===== config.mk =====
export PLATFORM = sky130hd
export DESIGN_NAME = band_sel_ctrl
export DESIGN_NICKNAME = d
export VERILOG_FILES = /design/src/rtl/bsc_pkg.sv /design/src/rtl/bsc_timer.sv /design/src/rtl/bsc_sweep.sv /design/src/rtl/bsc_band.sv /design/src/rtl/band_sel_ctrl.sv
export SDC_FILE = /design/constraint.sdc
export NUM_CORES = 1
export LEC_CHECK = 0
export ABC_CLOCK_PERIOD_IN_PS = 2460
export BUFFER_PORTS_ARGS = -buffer_cell sky130_fd_sc_hd__buf_2
export CORE_AREA = 2 2 53 105
export DETAILED_ROUTE_END_ITERATION = 6
export DIE_AREA = 0 0 55 107
export GPL_ROUTABILITY_DRIVEN = 0
export GPL_TIMING_DRIVEN = 1
export PLACE_DENSITY_LB_ADDON = 0.1
export SLEW_MARGIN = 20
export SYNTH_ARGS = -nofsm -noshare
export SYNTH_HDL_FRONTEND = slang
export SYNTH_SLANG_ARGS = --single-unit

===== constraint.sdc =====
create_clock -name clk -period 2.46 [get_ports clk]
set_clock_uncertainty 0.05 [all_clocks]
set_input_delay 0.123 -clock clk [delete_from_list [all_inputs] [get_ports clk]]
set_output_delay 0.123 -clock clk [all_outputs]
set_load 0.05 [all_outputs]

===== src/rtl/bsc_pkg.sv =====
// Shared types for the band search controller.
// Assumes: one state register in the top; encodings are free to change.
package bsc_pkg;

    typedef enum logic [2:0] {
        ST_OFF    = 3'd0,
        ST_INIT   = 3'd1,
        ST_SWEEP  = 3'd2,
        ST_DECIDE = 3'd3,
        ST_SETTLE = 3'd4,
        ST_LOCK   = 3'd5,
        ST_OOR    = 3'd6
    } bsc_state_t;

endpackage


===== src/rtl/bsc_timer.sv =====
// Loadable down-counter for the init and settle intervals.
// Assumes: load has priority over counting; zero is combinational from the count.
module bsc_timer #(
    parameter int CW = 16
) (
    input  logic          clk,
    input  logic          rst_n,
    input  logic          load,
    input  logic [CW-1:0] load_val,
    input  logic          run,
    output logic          zero
);

    logic [CW-1:0] cnt_q;

    assign zero = (cnt_q == '0);

    // Load a new interval or count the current one down to zero.
    always_ff @(posedge clk) begin
        if (!rst_n)
            cnt_q <= '0;
        else if (load)
            cnt_q <= load_val;
        else if (run && !zero)
            cnt_q <= cnt_q - 1'b1;
    end

endmodule


===== src/rtl/bsc_sweep.sv =====
// Walks a one-hot level select over NLEV steps and latches the window comparisons.
// Assumes: active is high for exactly the walk; the step index returns to zero when idle.
module bsc_sweep #(
    parameter int NLEV   = 11,
    parameter int LO_IDX = 2,
    parameter int HI_IDX = 8
) (
    input  logic            clk,
    input  logic            rst_n,
    input  logic            active,
    input  logic            cmp_lo,
    input  logic            cmp_hi,
    output logic [NLEV-1:0] level_sel,
    output logic            last,
    output logic            above,
    output logic            below
);

    localparam int IW = (NLEV > 1) ? $clog2(NLEV) : 1;

    logic [IW-1:0] idx_q;

    assign last = (idx_q == IW'(NLEV - 1));

    // Decode the step index into one select line per reference level.
    for (genvar i = 0; i < NLEV; i++) begin : g_dec
        assign level_sel[i] = active && (idx_q == IW'(i));
    end

    // Advance one level per cycle while walking; park at zero otherwise.
    always_ff @(posedge clk) begin
        if (!rst_n || !active)
            idx_q <= '0;
        else if (!last)
            idx_q <= idx_q + 1'b1;
    end

    // Latch the low-side comparison at the low window step.
    always_ff @(posedge clk) begin
        if (!rst_n)
            below <= 1'b0;
        else if (active && idx_q == IW'(LO_IDX))
            below <= cmp_lo;
    end

    // Latch the high-side comparison at the high window step.
    always_ff @(posedge clk) begin
        if (!rst_n)
            above <= 1'b0;
        else if (active && idx_q == IW'(HI_IDX))
            above <= cmp_hi;
    end

endmodule


===== src/rtl/bsc_band.sv =====
// Holds the band code and applies a single saturating step per update.
// Assumes: up and down are never both asserted by the caller.
module bsc_band #(
    parameter int BW       = 3,
    parameter int BAND_RST = 3
) (
    input  logic          clk,
    input  logic          rst_n,
    input  logic          upd,
    input  logic          up,
    input  logic          down,
    output logic [BW-1:0] band_q,
    output logic          sat
);

    localparam logic [BW-1:0] BAND_MAX = {BW{1'b1}};

    assign sat = (up && band_q == BAND_MAX) || (down && band_q == '0);

    // Step the code by one unless the request would leave the range.
    always_ff @(posedge clk) begin
        if (!rst_n)
            band_q <= BW'(BAND_RST);
        else if (upd && !sat) begin
            if (up)
                band_q <= band_q + 1'b1;
            else if (down)
                band_q <= band_q - 1'b1;
        end
    end

endmodule


===== src/rtl/band_sel_ctrl.sv =====
// Sub-band search controller: opens the loop, walks the reference levels,
// steps the band code from the window result, and closes the loop to settle.
// Assumes: comparators respond within the cycle a level is selected.
module band_sel_ctrl #(
    parameter int NLEV     = 11,
    parameter int LO_IDX   = 2,
    parameter int HI_IDX   = 8,
    parameter int BW       = 3,
    parameter int CW       = 16,
    parameter int BAND_RST = 3
) (
    input  logic            clk,
    input  logic            rst_n,
    input  logic            pwr_dn,
    input  logic            start,
    input  logic [CW-1:0]   init_cycles,
    input  logic [CW-1:0]   settle_cycles,
    input  logic            cmp_lo,
    input  logic            cmp_hi,
    output logic [NLEV-1:0] level_sel,
    output logic            cp_break,
    output logic [BW-1:0]   band_code,
    output logic            locked,
    output logic            out_of_range
);

    import bsc_pkg::*;

    bsc_state_t    state_q, state_d;
    logic          tmr_load, tmr_run, tmr_zero;
    logic [CW-1:0] tmr_val;
    logic          sw_last, sw_above, sw_below;
    logic          step_up, step_dn, band_sat;
    logic [BW-1:0] band_q;

    assign step_up = sw_above;
    assign step_dn = sw_below && !sw_above;

    bsc_timer #(.CW(CW)) u_timer (
        .clk      (clk),
        .rst_n    (rst_n),
        .load     (tmr_load),
        .load_val (tmr_val),
        .run      (tmr_run),
        .zero     (tmr_zero)
    );

    bsc_sweep #(.NLEV(NLEV), .LO_IDX(LO_IDX), .HI_IDX(HI_IDX)) u_sweep (
        .clk       (clk),
        .rst_n     (rst_n),
        .active    (state_q == ST_SWEEP),
        .cmp_lo    (cmp_lo),
        .cmp_hi    (cmp_hi),
        .level_sel (level_sel),
        .last      (sw_last),
        .above     (sw_above),
        .below     (sw_below)
    );

    bsc_band #(.BW(BW), .BAND_RST(BAND_RST)) u_band (
        .clk    (clk),
        .rst_n  (rst_n),
        .upd    (state_q == ST_DECIDE),
        .up     (step_up),
        .down   (step_dn),
        .band_q (band_q),
        .sat    (band_sat)
    );

    // Next-state selection; power-down overrides every state.
    always_comb begin
        state_d  = state_q;
        tmr_load = 1'b0;
        tmr_val  = init_cycles;
        tmr_run  = 1'b0;
        unique case (state_q)
            ST_OFF: begin
                state_d  = ST_INIT;
                tmr_load = 1'b1;
            end
            ST_INIT: begin
                tmr_run = 1'b1;
                if (tmr_zero) state_d = ST_SWEEP;
            end
            ST_SWEEP: begin
                if (sw_last) state_d = ST_DECIDE;
            end
            ST_DECIDE: begin
                if (!step_up && !step_dn)
                    state_d = ST_LOCK;
                else if (band_sat)
                    state_d = ST_OOR;
                else begin
                    state_d  = ST_SETTLE;
                    tmr_load = 1'b1;
                    tmr_val  = settle_cycles;
                end
            end
            ST_SETTLE: begin
                tmr_run = 1'b1;
                if (tmr_zero) state_d = ST_SWEEP;
            end
            ST_LOCK, ST_OOR: begin
                if (start) state_d = ST_SWEEP;
            end
            default: state_d = ST_OFF;
        endcase
        if (pwr_dn) begin
            state_d  = ST_OFF;
            tmr_load = 1'b0;
        end
    end

    // State register.
    always_ff @(posedge clk) begin
        if (!rst_n)
            state_q <= ST_OFF;
        else
            state_q <= state_d;
    end

    assign cp_break     = (state_q == ST_SWEEP) || (state_q == ST_DECIDE);
    assign locked       = (state_q == ST_LOCK);
    assign out_of_range = (state_q == ST_OOR);
    assign band_code    = pwr_dn ? '0 : band_q;

endmodule


## After elaboration in Yosys (flattened, before gate mapping)

Index checks and enable logic that the tools add are counted.

| word-level totals | value |
|---|---|
| bits in registers | 28 |
| input bits | 38 |
| output and inout port bits | 17 |

| operators by class | value |
|---|---|
| $add $sub $neg | 4 |
| muxes and demuxes | 19 |
| reductions and logical operators | 37 |
| bitwise operators | 1 |
| eq/ne operators | 20 |

Operators with widths:

| kind | number |
|---|---|
| $mux W16 | 5 |
| $mux W3 | 6 |
| $logic_and A1 B1 Y1 | 17 |
| $eq A4 B3 Y1 const B | 4 |
| $logic_not A16 Y1 | 1 |
| $sub A16 B1 Y16 const B | 1 |
| $pmux W3 S5 | 1 |
| $eq A3 B3 Y1 const B | 4 |
| $eq A4 B4 Y1 const B | 3 |
| $eq A4 B2 Y1 const B | 2 |
| $eq A3 B2 Y1 const B | 2 |
| $logic_not A1 Y1 | 6 |
| $logic_not A3 Y1 | 2 |
| $reduce_or A2 Y1 | 3 |
| $add A4 B1 Y4 const B | 1 |
| $eq A4 B1 Y1 const B | 1 |
| $logic_not A4 Y1 | 1 |
| $mux W1 | 4 |
| $mux W2 | 2 |
| $ne A2 B2 Y1 const B | 2 |
| $reduce_bool A2 Y1 | 2 |
| $add A3 B1 Y3 const B | 1 |
| $eq A3 B1 Y1 const B | 1 |
| $logic_or A1 B1 Y1 | 3 |
| 6 further kinds | 6 |

## Depth between registers and ports, before layout

| logic depth | value |
|---|---|
| depth in word-level cells | 9 |
| depth in mapped cells | 7 |
| depth with buffers taken out | 7 |

## Modules after synthesis

Synthesis repeated with hierarchy kept, for this count alone.

| second synthesis, totals | value |
|---|---|
| cells, all modules | 246 |
| area, all modules | 2059.5 sq um |

By module, submodules not included:

| module | cells an instance | times used | area each (sq um) |
|---|---|---|---|
| bsc_timer | 114 | 1 | 922.1 |
| band_sel_ctrl | 58 | 1 | 500.5 |
| bsc_sweep | 54 | 1 | 441.7 |
| bsc_band | 20 | 1 | 195.2 |

## Worst setup path after synthesis

OpenSTA, ideal clock, no wires.

| path | value |
|---|---|
| kind | flip-flop to flip-flop |
| start | register state_q[1] |
| end | register u_sweep.above |
| path buffers | 0 |
| path slack | 0.411 ns |
| library setup time | 0.129 ns |
| cell stages (with the launch flop) | 6 |
| data arrival time | 1.870 ns |
| path through | dfxtp_1 > or3b_1 > nor3b_1 > and2_1 > mux2i_1 > nor2_1 |

| between the ends | value |
|---|---|
| longest elaborated chain between the ends | 2 |

Ends and longest elaborated chain:

| what | line | RTL |
|---|---|---|
| from (decl) | band_sel_ctrl.sv:29 | `bsc_state_t state_q, state_d;` |
| from (signal assigned) | band_sel_ctrl.sv:119 | `state_q <= state_d;` |
| $eq A3 B2 Y1 | band_sel_ctrl.sv:51 | `.active (state_q == ST_SWEEP),` |
| $logic_and A1 B1 Y1 | -- |  |
| net level_sel[8] | band_sel_ctrl.sv:20 | `output logic [NLEV-1:0] level_sel,` |
| to (signal assigned) | bsc_sweep.sv:51 | `above <= cmp_hi;` |
| to (decl) | bsc_sweep.sv:15 | `output logic above,` |

The timed path passes the listed nets, and every way through them passes these cells.
A chain may end at the register's enable or synchronous reset.

## Worst setup path after layout

| path | value |
|---|---|
| start | register state_q[0] |
| end | output port level_sel[4] |

| between the ends | value |
|---|---|
| longest elaborated chain between the ends | 2 |

Ends and longest elaborated chain:

| what | line | RTL |
|---|---|---|
| $eq A3 B2 Y1 | band_sel_ctrl.sv:51 |  |
| $logic_and A1 B1 Y1 | bsc_sweep.sv:27 | `assign level_sel[i] = active && (idx_q == IW'(i));` |
| to (decl) | band_sel_ctrl.sv:20 |  |

Every way passes these cells.

==> impl_metrics.py <==
metrics = {
    "synth": {
        "synth_top_area_frac": 0.2821,
        "ys_warn_count": 0,
        "synthCells": 233,
        "seq_area_frac_synth": 0.2821,
        "yosys.area.top_type": "dfxtp_1",
        "synth.area.top_cells": "dfxtp_1, a21oi_1, xor2_1",
        "synth_edf_count": 0,
        "async_flop_share": 0,
        "syn_area_um2": 1987,
        "synth-seq-cells": 28,
        "avgSynthCellArea_um2": 8.527,
        "synth_top_flop_cell": "dfxtp_1",
        "syn_nets": 278,
        "yosysUniqueCellTypes": 51,
    },
    "sta": {
        "finalCriticalPeriod_ns": 2.229,
        "finalSetupViolCount": 0,
        "fmax_mhz": 448.7,
        "hold-worst-slack_ns": 0.03284,
        "finalHoldViolations": 0,
        "final_max_slew_viol_count": 0,
        "maxSlewHeadroom": 0.5507,
        "fin_crit_sh": 0.9060,
        "finalSetupTns_ns": 0,
        "rsz0062_at_grt": "no",
        "worst_pin_slew_ns": 0.6732,
    },
    "critical_path": {
        "cpPeakStageDelay_ns": 0.48,
        "reg2reg_slack_ns": 0.39,
        "critPathRequiredTime_ns": 2.29,
        "setup.worst_path.end_class": "output pin",
        "setup.worst_path.class": "reg -> out",
        "cp-start-kind": "flop",
        "path_max_fanout": 9,
        "cp_cell_sequence": "or3b_1, nor3b_1, and2_1, buf_2",
        "crit_family": "simple AND/OR/NAND/NOR gates",
        "critPathArrivalTime_ns": 2.06,
        "crit_buf_inv": 1,
        "slowest_stage": "or3b_1",
    },
    "global_routing": {
        "grt_usage": 0.1961,
        "antenna_found_initial": 0,
        "grt_pass1_vias": 1838,
        "grt_pass1_wl_um": 8500,
        "grt_max_degree": 33,
        "grt_overflow": 0,
    },
    "placement": {
        "dp_cells": 341,
        "port_buffers": 54,
        "dp_hpwl_um": 4243,
    },
    "hold_path": {
        "holdCritPathClass": "in -> reg",
    },
    "cells_and_area": {
        "insertedDiodeCount": 0,
        "layout_common_cells": "buf_2, dfxtp_1, a21oi_1, nand2_1, nor2_1",
        "layout_commonest_cell": "buf_2",
        "drive_gt1_frac": 0.2962,
        "post-route-util": 0.4681,
        "fin_nets": 333,
        "syn_to_final_growth_pct": 19.96,
        "instances_no_fill": 345,
    },
    "power": {
        "p_clk_frac": 0.268,
        "share_comb_of_total_power": 0.249,
        "p_switching_uw": 332.8,
        "leakage_uw": 0.001028,
        "power_density_nw_per_um2": 455.8,
        "intPower_uw": 753.7,
        "pwr-share-seq": 0.483,
        "finalPower_uw": 1087,
        "vdd_drop_max_uv": 291.1,
        "p_sw_frac": 0.3063,
    },
    "route": {
        "wirelength_um": 5289,
        "top_layer": "met4",
        "drt_iter0_drc": 32,
        "wl_met3_um": 144,
        "wire_per_inst_um": 15.33,
        "wl_met2_um": 3106,
        "ant_nets": 0,
        "first_pass_iters": 4,
        "drc": 0,
        "drt-met1-wl_um": 1908,
        "num_vias": 1860,
        "vias_per_cell": 5.391,
    },
    "clock_tree": {
        "cts.sinks": 28,
        "insertion_delay_ns": 0.27,
        "cts.path.max_buffers": 2,
        "cts_resized": 0,
        "cts-hold-fix-buffers": 0,
        "htreeDepth": 1,
        "cts_setup_buffers": 0,
        "cts_made_buffers": 3,
        "clkTransAtPathRegs_ns": 0.10,
        "root_buffer": "clkbuf_8",
        "cts_tree": "built",
    },
    "run_status": {
        "status": "completed",
    },
    "floorplan": {
        "die_x_um": 55,
        "start_util": 0.3902,
        "fp-row-count": 37,
        "dieArea_um2": 5885,
        "die_h_um": 107,
        "io_pins": 55,
        "coreArea_um2": 5092,
    },
    "run": {
        "max-cap-violations": 0,
    },
}
-- final timing paths --
path         depth (start not counted)                to        startpoint
max                                  4      level_sel[4]        state_q[0]
min reg2reg                          2        state_q[2]        state_q[1]
max reg2reg                          7  u_timer.cnt_q[1]  u_timer.cnt_q[0]
min                                  3     u_sweep.below            cmp_lo
-- power by group through the flow --
stage,combinational [µW],clock [µW],sequential [µW]
final,271,291,524
after CTS,275,302,525
after global routing,300,321,529
after global placement,272,0,535
after detailed placement,273,0,535
after floorplan,198,0,525
-- registers in the layout (all words and copies together) (netlist names) --
register,cells
u_timer.cnt_q,16
u_sweep.idx_q,4
state_q,3
u_band.band_q,3
u_sweep.above,1
u_sweep.below,1
-- cell type report --
class / instances / area [µm²]
sequential: 28 / 560.5
fill: 542 / 2709
timing repair buffer: 61 / 322.8
inverter: 8 / 30.03
clock buffer: 4 / 55.05
tap: 58 / 72.57
multi-input combinational: 186 / 1343
-- logic make-up after synthesis --
logic type / Yosys count / synth area share
multiplexers: 9 / 0.04786
AO/OA/AOI/OAI: 49 / 0.1725
buffers and inverters: 19 / 0.04219
flip-flops: 28 / 0.2821
AND/OR/NAND/NOR: 102 / 0.3199
XOR/XNOR: 19 / 0.08753
adder cells (fa/ha/maj): 7 / 0.04786
-- layer usage --
| metal | global-route usage | up-vias |
|---|---|---|
| met5 | 0 | - |
| met1 | 0.1930 | 864 |
| met3 | 0.02228 | 10 |
| li1 | - | 940 |
| met2 | 0.3801 | 46 |
| met4 | 0.07317 | 0 |
-- metrics by stage --
step / setup slack (ns) / area, µm²
detailed placement: 0.4092 / 2328
global placement: 0.4345 / 2328
global route: 0.02445 / 2384
CTS: 0.1881 / 2384
floorplan: 0.4114 / 1987
finish: 0.2311 / 2384
-- synth_stat cells (3+ instances only) --
cell       n
or2_2      3
a221oi_2   3
nor2b_1    3
mux2_1     3
nor3_2     4
nor3_1     5
mux2i_1    5
xnor2_1    6
a221oi_1   8
a211oi_1   3
ha_1       6
buf_2      7
a21oi_1   22
inv_1      8
dfxtp_1   28
nor2_1    14
o21ai_0    3
nor3b_1    4
nand3_1   10
nand2b_1   3
nand4_1    5
xor2_1    12
and2_1    11
clkbuf_1   3
nand2_1   22
-- worst reg2reg max path: stages (launching register included) --
cell and delay, ns:
dfxtp_1 0.32, inv_1 0.11, ha_1 0.17, nor4b_4 0.34, nand4_1 0.18, nand2_1 0.20
mux2_1 0.34, a221oi_1 0.27
Note: power is estimated with default switching activity, not from simulation.
